## config.mk

```make
export PLATFORM = sky130hd
export DESIGN_NAME = wr_guard
export DESIGN_NICKNAME = d
export VERILOG_FILES = /design/src/rtl/wr_guard_pkg.sv /design/src/rtl/wel_latch.sv /design/src/rtl/bp_window.sv /design/src/rtl/wr_guard.sv
export SDC_FILE = /design/constraint.sdc
export NUM_CORES = 1
export LEC_CHECK = 0
export CAP_MARGIN = 20
export CORE_MARGIN = 3
export CORE_UTILIZATION = 33
export DETAILED_ROUTE_END_ITERATION = 12
export PLACE_DENSITY = 0.8
export SKIP_LAST_GASP = 1
export SLEW_MARGIN = 20
export SYNTH_ARGS = -nofsm -noshare
export SYNTH_HDL_FRONTEND = slang
export SYNTH_SLANG_ARGS = --single-unit
```

## constraint.sdc

```tcl
create_clock -name clk -period 2.4 [get_ports clk]
set_input_delay 0.24 -clock clk [delete_from_list [all_inputs] [get_ports clk]]
set_output_delay 0.24 -clock clk [all_outputs]
set_load 0.1 [all_outputs]
```

## src/rtl/wr_guard_pkg.sv

```systemverilog
// Package wr_guard_pkg
// Shared sizes and target classification for the write gate.
// Assumes a byte-wide data path and a 15-bit address space.
package wr_guard_pkg;
    localparam int ADDR_W = 15;
    localparam int DATA_W = 8;
    localparam int BP_W   = 3;

    // Kind of target a strobed write addresses
    typedef enum logic [1:0] {
        TGT_ARRAY  = 2'd0,
        TGT_STATUS = 2'd1,
        TGT_CTRL   = 2'd2
    } tgt_kind_e;
endpackage

```

## src/rtl/wel_latch.sv

```systemverilog
// Module wel_latch
// Holds the volatile write-enable latch. Only two exact status patterns
// move it: arm (enable bit set, rest clear) and disarm (all clear).
// Assumes sr_wr is a one-cycle qualified status-register write.
module wel_latch #(
    parameter int DATA_W  = 8,
    parameter int WEL_BIT = 1
) (
    input  logic              clk,
    input  logic              rst_n,
    input  logic              sr_wr,
    input  logic [DATA_W-1:0] sr_data,
    output logic              pattern_ok,
    output logic              wel
);
    localparam logic [DATA_W-1:0] ARM_PAT    = DATA_W'(1) << WEL_BIT;
    localparam logic [DATA_W-1:0] DISARM_PAT = '0;

    logic is_arm;
    logic is_disarm;

    // Classify the incoming status data against the two legal patterns
    always_comb begin
        is_arm     = (sr_data == ARM_PAT);
        is_disarm  = (sr_data == DISARM_PAT);
        pattern_ok = is_arm || is_disarm;
    end

    // Latch update: reset clears, legal patterns set or clear
    always_ff @(posedge clk) begin
        if (!rst_n) begin
            wel <= 1'b0;
        end else if (sr_wr && is_arm) begin
            wel <= 1'b1;
        end else if (sr_wr && is_disarm) begin
            wel <= 1'b0;
        end
    end

    // reset leaves the latch clear
    p_reset_clear_r1: assert property (@(posedge clk) !rst_n |=> !wel);

    // arm pattern sets the latch
    p_arm_sets_r3: assert property (@(posedge clk) disable iff (!rst_n)
        (sr_wr && sr_data == ARM_PAT) |=> wel);

    // disarm pattern clears the latch
    p_disarm_clears_r4: assert property (@(posedge clk) disable iff (!rst_n)
        (sr_wr && sr_data == DISARM_PAT) |=> !wel);

    // any other pattern leaves the latch alone
    p_odd_pattern_hold_r5: assert property (@(posedge clk) disable iff (!rst_n)
        (sr_wr && sr_data != ARM_PAT && sr_data != DISARM_PAT) |=> $stable(wel));
endmodule

```

## src/rtl/bp_window.sv

```systemverilog
// Module bp_window
// Decodes the block-protect code into a hit flag for one array address.
// Code msb 0: upper fraction of the array (none, quarter, half, all).
// Code msb 1: first 1/2/4/8 pages of PAGE_BYTES from address zero.
// Assumes ADDR_W >= 3 and PAGE_BYTES << 3 fits in the address space.
module bp_window #(
    parameter int ADDR_W     = 15,
    parameter int BP_W       = 3,
    parameter int PAGE_BYTES = 128
) (
    input  logic [BP_W-1:0]   code,
    input  logic [ADDR_W-1:0] addr,
    output logic              hit
);
    localparam int N_LIM = 4;
    localparam logic [ADDR_W:0] PAGE_W = (ADDR_W+1)'(PAGE_BYTES);

    logic [ADDR_W:0] page_lim [N_LIM];
    logic            upper_hit;
    logic            page_hit;

    // One window limit per page-count choice
    for (genvar g = 0; g < N_LIM; g++) begin : g_lim
        assign page_lim[g] = PAGE_W << g;
    end

    // Upper-fraction decode on the top address bits
    always_comb begin
        unique case (code[1:0])
            2'b00:   upper_hit = 1'b0;
            2'b01:   upper_hit = addr[ADDR_W-1] && addr[ADDR_W-2];
            2'b10:   upper_hit = addr[ADDR_W-1];
            default: upper_hit = 1'b1;
        endcase
    end

    // First-pages decode against the selected limit
    always_comb begin
        page_hit = ({1'b0, addr} < page_lim[code[1:0]]);
    end

    // Pick the family by the code msb
    always_comb begin
        hit = code[BP_W-1] ? page_hit : upper_hit;
    end

    // code 000 never protects
    always_comb begin
        if (code == '0) begin
            a_none_r6: assert (!hit);
        end
    end

    // the page family never reaches the upper half of the array
    always_comb begin
        if (code[BP_W-1] && addr[ADDR_W-1]) begin
            a_page_low_r7: assert (!hit);
        end
    end
endmodule

```

## src/rtl/wr_guard.sv

```systemverilog
// Module wr_guard
// Write gate in front of the array and the control registers. It keeps
// the write-enable latch and the protect code, decides accept or
// no-acknowledge in the strobe cycle and flags writes that need a
// nonvolatile programming cycle. Status writes never need one.
// Assumes wr_strobe is a one-cycle pulse per data byte.
module wr_guard
    import wr_guard_pkg::*;
#(
    parameter int                SR_ADDR    = 'h003F,
    parameter int                BP_ADDR    = 'h0010,
    parameter int                BP_LSB     = 5,
    parameter int                WEL_BIT    = 1,
    parameter int                PAGE_BYTES = 128
) (
    input  logic              clk,
    input  logic              rst_n,
    input  logic              wr_strobe,
    input  logic              wr_ctrl,
    input  logic [ADDR_W-1:0] wr_addr,
    input  logic [DATA_W-1:0] wr_data,
    output logic              wr_accept,
    output logic              wr_nack,
    output logic              nv_start,
    output logic [DATA_W-1:0] sr_rdata,
    output logic [BP_W-1:0]   bp_code
);
    localparam logic [ADDR_W-1:0] SR_A = ADDR_W'(SR_ADDR);
    localparam logic [ADDR_W-1:0] BP_A = ADDR_W'(BP_ADDR);

    tgt_kind_e       kind;
    logic            sr_wr;
    logic            pattern_ok;
    logic            wel;
    logic            prot_hit;
    logic [BP_W-1:0] bp_q;

    // Classify the target of the current address
    always_comb begin
        if (!wr_ctrl)              kind = TGT_ARRAY;
        else if (wr_addr == SR_A)  kind = TGT_STATUS;
        else                       kind = TGT_CTRL;
        sr_wr = wr_strobe && (kind == TGT_STATUS);
    end

    wel_latch #(
        .DATA_W  (DATA_W),
        .WEL_BIT (WEL_BIT)
    ) u_latch (
        .clk        (clk),
        .rst_n      (rst_n),
        .sr_wr      (sr_wr),
        .sr_data    (wr_data),
        .pattern_ok (pattern_ok),
        .wel        (wel)
    );

    bp_window #(
        .ADDR_W     (ADDR_W),
        .BP_W       (BP_W),
        .PAGE_BYTES (PAGE_BYTES)
    ) u_window (
        .code (bp_q),
        .addr (wr_addr),
        .hit  (prot_hit)
    );

    // Same-cycle accept decision per target kind
    always_comb begin
        wr_accept = 1'b0;
        nv_start  = 1'b0;
        if (wr_strobe) begin
            unique case (kind)
                TGT_STATUS: wr_accept = pattern_ok;
                TGT_CTRL:   wr_accept = wel;
                default:    wr_accept = wel && !prot_hit;
            endcase
            nv_start = wr_accept && (kind != TGT_STATUS);
        end
        wr_nack = wr_strobe && !wr_accept;
    end

    // Protect code register, loaded by an accepted write to its address
    always_ff @(posedge clk) begin
        if (!rst_n) begin
            bp_q <= '0;
        end else if (wr_accept && kind == TGT_CTRL && wr_addr == BP_A) begin
            bp_q <= wr_data[BP_LSB +: BP_W];
        end
    end

    // Status readback: latch in its bit, all else zero
    always_comb begin
        sr_rdata          = '0;
        sr_rdata[WEL_BIT] = wel;
    end

    assign bp_code = bp_q;

    // clear latch refuses array and control writes
    p_locked_nack_r2: assert property (@(posedge clk) disable iff (!rst_n)
        (wr_strobe && !wel && kind != TGT_STATUS) |-> (wr_nack && !nv_start));

    // a protected array address is never taken
    p_protected_drop_r6: assert property (@(posedge clk) disable iff (!rst_n)
        (wr_strobe && kind == TGT_ARRAY && prot_hit) |-> !wr_accept);

    // no strobe, no decision outputs
    p_idle_quiet_r8: assert property (@(posedge clk) disable iff (!rst_n)
        !wr_strobe |-> (!wr_accept && !wr_nack && !nv_start));

    // status writes never start a programming cycle
    p_sr_no_nv_r9: assert property (@(posedge clk) disable iff (!rst_n)
        sr_wr |-> !nv_start);

    // protect code moves only after an accepted write
    p_bp_hold_r11: assert property (@(posedge clk) disable iff (!rst_n)
        !(wr_accept && wr_ctrl) |=> $stable(bp_code));
endmodule

```

## Word-level counts from Yosys, hierarchy flattened

Cells that the tools add are included.

- Register bits after elaboration: 4
- Input port bits: 27
- Output and inout port bits: 14
- Logic and storage cells: 41

- Magnitude comparators: 2
- Eq/ne operators: 8
- Mux-type cells: 13
- Bitwise gates (word level): 1
- Reductions and logical operators: 15

Operator list:

| cell | number |
|---|---|
| $bmux W16 S2 | 1 |
| $mux W16 | 2 |
| $lt A15 B16 Y1 | 1 |
| $eq A15 B5 Y1 const B | 1 |
| $eq A15 B6 Y1 const B | 1 |
| $logic_and A1 B1 Y1 | 9 |
| $eq A8 B2 Y1 const B | 1 |
| $logic_not A8 Y1 | 1 |
| $mux W1 | 6 |
| $eq A2 B1 Y1 const B | 2 |
| $eq A2 B2 Y1 const B | 2 |
| $mux W2 | 2 |
| $ge A3 B3 Y1 const B | 1 |
| $not A2 Y3 | 1 |
| $pmux W1 S3 | 1 |
| $logic_not A1 Y1 | 2 |
| $logic_not A2 Y1 | 1 |
| $ne A2 B1 Y1 const B | 1 |
| $pmux W1 S2 | 1 |
| $reduce_bool A2 Y1 | 1 |
| $logic_or A1 B1 Y1 | 1 |

## Depth between registers and ports, before layout

- Depth after elaboration: 13
- Depth in mapped cells: 7
- Depth with buffers taken out: 7

## By module

From an unflattened synthesis, not the netlist that was laid out.

- Cell total of the unflattened synthesis: 65
- Area total of the unflattened synthesis: 526.8 µm²

Modules (own cells, without submodules):

| module | instances | cells an instance | area an instance (µm²) | sequential area each (µm²) |
|---|---|---|---|---|
| wr_guard | 1 | 42 | 336.6 | 60.1 |
| bp_window | 1 | 16 | 127.6 | 0.0 |
| wel_latch | 1 | 7 | 62.6 | 20.0 |

## Worst setup path after synthesis

Ideal clock, no wire load.

- Path type: register to output
- From: register bp_q[0] (netlist: bp_code[0])
- To: output wr_nack
- Arrival time: 3420 ps
- Data required time: 2160 ps
- Path slack: -1260 ps
- Cell stages (with the launch flop): 8
- Buffers on the path: 0
- Path through: dfxtp_1 nand2b_1 ha_1 a21o_1 nand2_1 a311o_2 o21ai_0 a21oi_1

- Word-level cells in the longest chain between the ends: 13
- Elaborated cells on any way between the ends: 17
- Classes of those cells: order compare (1); eq/ne (2); mux (8); bitwise (1); reduce/logical (5)

Ends and longest elaborated chain:

| element | line | RTL |
|---|---|---|
| from (decl) | wr_guard.sv:36 | `logic [BP_W-1:0] bp_q;` |
| from (signal assigned) | wr_guard.sv:88 | `bp_q <= wr_data[BP_LSB +: BP_W];` |
| $not A2 Y3 (implied by the code) | bp_window.sv:39 | `page_hit = ({1'b0, addr} < page_lim[code[1:0]]);` |
| $bmux W16 S2 | bp_window.sv:39 |  |
| $mux W16 (implied by the code) (2 in series) | bp_window.sv:39 |  |
| $lt A15 B16 Y1 | bp_window.sv:39 |  |
| $mux W1 * | bp_window.sv:44 | `hit = code[BP_W-1] ? page_hit : upper_hit;` |
| $logic_not A1 Y1 * | wr_guard.sv:76 | `default: wr_accept = wel && !prot_hit;` |
| $logic_and A1 B1 Y1 * | wr_guard.sv:76 |  |
| $pmux W1 S2 * | wr_guard.sv:73 | `unique case (kind)` |
| $mux W1 * (2 in series) | wr_guard.sv:72 | `if (wr_strobe) begin` |
| $logic_not A1 Y1 * | wr_guard.sv:80 | `wr_nack = wr_strobe && !wr_accept;` |
| $logic_and A1 B1 Y1 * | wr_guard.sv:80 |  |
| to (decl) | wr_guard.sv:23 | `output logic wr_nack,` |

Mark *: on every way between the ends. The rest lies on a longest branch, timed or not. The select of a mux whose other input is x is not followed.

## Worst setup path after layout

Ends and elaborated chain as after synthesis.

==> results by stage <==
Clock network:
- The clock insertion delay at the later pin of the skew report is 0.24 ns.
- Buffers added to address setup during post-CTS repair amount to 0.
- TritonCTS built the clock tree.
- The cts-stage hold buffer count is 0.
- The total of cells resized after clock tree synthesis is 0.
- The tree built by TritonCTS fans out to 4 sinks.
- The number of buffers added by the clock tree synthesis step is 3.
- CTS built an H-tree with a depth of 1.
- In this run the deepest clock path goes through 2 buffers.
- CTS placed an instance of sky130_fd_sc_hd__clkbuf_4 at the clock tree root.
- The clock-pin slew of the registers on the worst-case setup and hold paths is 0.04 ns.

Flow run:
- The max-cap check violation count is 0.

Placed design:
- The worst setup timing slack at the placement stage is 0.1839 ns.
- At the end of routability-driven placement, the weighted congestion stood at 0.6961.
- The number of cells in the design after placement is 108.
- The quantity of I/O buffers inserted on ports is 33.
- The HPWL after detailed placement is 1243 microns.
- Summing all placed instances gives a cell area of 893.4 sq um.

Cells and area:
- The area of the multi-input gates is 437.9 sq um.
- Excluding fillers, the count of instances in the completed layout stands at 111.
- The share of cells above drive strength 1 is 0.2500.
- Registers take 82.58 sq um.
- Summing all non-filler instances in the final layout gives an area of 915.9 sq um.
- The final cell utilization of the core is 0.6472.
- Relative to the synthesized area, the layout overhead comes to 69.44%.
- After filler insertion, the fill cell instance count of the layout stands at 126.
- The final layout contains 128 nets.
- The repair_antennas step left the layout with diodes totalling 0.

Critical path:
- The number of buffers and inverters on the critical path is 1.
- The largest incremental delay on the critical path is 0.37 ns.
- The maximum fanout count along the critical path is 8.
- The setup slack on the worst flop-to-flop path is 0.50 ns.
- The worst setup path is launched from a flop.
- The worst setup path is captured at an output port.
- The critical setup path kind is flop to output port.
- The largest delay contributor family on the critical path is compound AO/OA/AOI/OAI gates.
- The worst path required time is 2.16 ns.
- The worst-path cell with the longest stage delay is sky130_fd_sc_hd__a311o_2.
- Data on the critical path arrives at its endpoint at 1.98 ns.
- Traced cell by cell, the critical path runs through nand2b_1 -> ha_1 -> a21o_1 -> nand2_1 -> a311o_2 -> o21ai_0 -> a21oi_4 -> buf_12.

STA:
- The portion of the clock cycle consumed by the worst path in the final layout is 0.9266.
- The normalized max-slew margin is 0.6052.
- The clock arrives with 0.002142 ns of skew.
- The final number of hold-violating endpoints was 0.
- The final worst slack is 0.1762 ns.
- Setup repair after global routing left no endpoint under its margin.
- For the pin with the worst max-slew slack, the measured transition is 0.5868 ns.
- The number of pins exceeding their max-slew limit in the final report was 0.
- The number of failing setup endpoints in the final timing report is 0.
- The maximum operating frequency is 449.7 MHz.
- The worst path in the final design needs a cycle of 2.224 ns, including I/O delays and setup.

Detailed routing:
- The count of vias placed by the detailed router is 569.
- The first detailed-routing pass took 3 iterations.
- The first routing iteration left 10 violations.
- The DRC violation count after routing is 0.
- Dividing the detail-routed via count by the number of cells gives 5.126.
- In the final routed layout, each cell accounts on average for 12.24 microns.
- The count of nets left with antenna violations once routing finished came out at 0.
- Wires add up to 1359 microns.

GRT:
- The number of global-route vias before repair is 587.
- For this run the aggregate overflow at the end of global routing stands at 0.
- The first global-routing pass estimated 2304 microns of wire.
- The total global-route track usage is 0.1467.
- The pin count of the biggest net entering global routing is 9.
- The initial antenna violation count is 0.

Floorplanning:
- The die is 46.47 microns wide.
- The number of placement rows is 13.
- The area of the die is 0.002159 sq mm.
- The number of I/O pins is 41.
- The floorplan step defined a core boundary enclosing 0.001415 sq mm.
- The floorplan die height is 46.47 microns.
- The initial standard-cell utilization of the core is 0.3820.

Yosys:
- The dominant synthesized flop cell is sky130_fd_sc_hd__dfxtp_1.
- A synthesized cell averages 8.718 sq um.
- The number of warnings reported in the yosys synthesis log is 0.
- In the post-synthesis netlist, the cell with the most instances is sky130_fd_sc_hd__nand2_1.
- The cell taking the most area after synthesis is sky130_fd_sc_hd__dfxtp_1.
- The number of distinct library cells after synthesis is 31.
- The fraction of registers with async set or reset after synthesis is 0.
- Counting flops with a built-in enable in the synthesized netlist gives 0.
- Yosys attributes the largest share of cell area to sky130_fd_sc_hd__dfxtp_1, sky130_fd_sc_hd__buf_4, sky130_fd_sc_hd__mux2i_1.
- The mapped netlist covers 540.5 sq um.
- By count the netlist is led by sky130_fd_sc_hd__nand2_1, sky130_fd_sc_hd__buf_4, sky130_fd_sc_hd__dfxtp_1, sky130_fd_sc_hd__mux2i_1, sky130_fd_sc_hd__nand3_1.
- The gate count after technology mapping is 62.
- Of the post-synthesis cell area, the dominant cell type holds 0.1481.
- The sequential element share of the synthesized area is 0.1481.
- The number of synthesized register bits is 4.

Power:
- In this run the static leakage power is 0.3775 nW.
- The design draws 279.8 uW.
- The largest voltage drop on the vdd net is 0.3138 mV.
- Power spread over the standard cell area amounts to 305.5 mW/mm^2.

Outcome:
- The flow ran to the end, and the final reports show no timing, DRC or antenna violations.

Worst hold path:
- The classification of the worst-slack hold path is flop to flop.
-- logic make-up after synthesis --
group	after synthesis	synth area share
adder cells (fa/ha/maj)	3	0.06945
AND/OR/NAND/NOR	33	0.4537
AO/OA/AOI/OAI	8	0.1296
other	1	0.006938
buffers and inverters	9	0.1181
multiplexers	4	0.07408
flip-flops	4	0.1482
-- layout make-up --
cell class / instances / area share
clock buffer: 3 / 0.02459
multi-input combinational: 55 / 0.4781
inverter: 1 / 0.004098
timing repair buffer: 33 / 0.3825
tap: 15 / 0.02049
sequential: 4 / 0.09016
-- sequential cells by signal, summed over array words and instances, names as in the netlist --
signal / cells
bp_code: 3
u_latch.wel: 1
-- per-stage QoR --
stage          setup TNS [ns]  hold slack, ns
2_1_floorplan        -0.06267          0.3682
3_3_place_gp                0          0.4839
3_5_place_dp                0          0.4896
4_1_cts                     0          0.4960
5_1_grt                     0          0.5284
6_report                    0          0.4969
-- path summary, 6_finish.rpt --
check / cells past startpoint / to / startpoint
worst max register to register: 7 / bp_code[1]$_SDFFE_PN0P_ / bp_code[0]$_SDFFE_PN0P_
worst min register to register: 2 / bp_code[2]$_SDFFE_PN0P_ / bp_code[2]$_SDFFE_PN0P_
worst max-delay path: 8 / wr_nack / bp_code[0]$_SDFFE_PN0P_
worst min-delay path: 2 / bp_code[2]$_SDFFE_PN0P_ / bp_code[2]$_SDFFE_PN0P_
-- worst min-delay path: cells and delay by family, from the launching register on --
| kind | cells | cell delay, ns |
|---|---|---|
| and+or+nand+nor | 1 | 0.06 |
| DFF | 1 | 0.33 |
| muxes | 1 | 0.05 |
-- where the power goes --
group	switching [mW]	internal, mW	leakage [nW]
sequential	0.00000000244	0.0668	0.0332
clock	0.0284	0.0560	0.0138
combinational	0.0784	0.0502	0.330
total	0.107	0.173	0.377
-- per-layer routing --
metal | track usage | vias up | part of all wire | wire length (microns)
met5 | 0 | - | 0 | 0
li1 | - | 291 | - | -
met4 | 0.05114 | 0 | 0.013 | 18
met3 | 0.03516 | 3 | 0.088 | 119
met2 | 0.2912 | 24 | 0.56 | 758
met1 | 0.1419 | 251 | 0.34 | 462
-- layout by cell type, fill, tap and decap left out, drive strengths merged --
cell type      instances
buf                    7
or3                    1
inv                    1
nand4b                 1
nand3                  4
and3                   1
or4b                   1
nor4b                  1
nand2b                 2
nand2                 10
nor2b                  1
nor4bb                 1
clkdlybuf4s50         26
and4                   1
ha                     3
dfxtp                  4
a21oi                  2
nor3                   1
a21o                   1
conb                   7
a31oi                  1
and3b                  1
a311o                  2
nor4                   3
clkbuf                 3
mux2i                  4
nand4                  3
o21ai                  2
nor2                   1
Note: power is estimated with default switching activity, not from simulation.
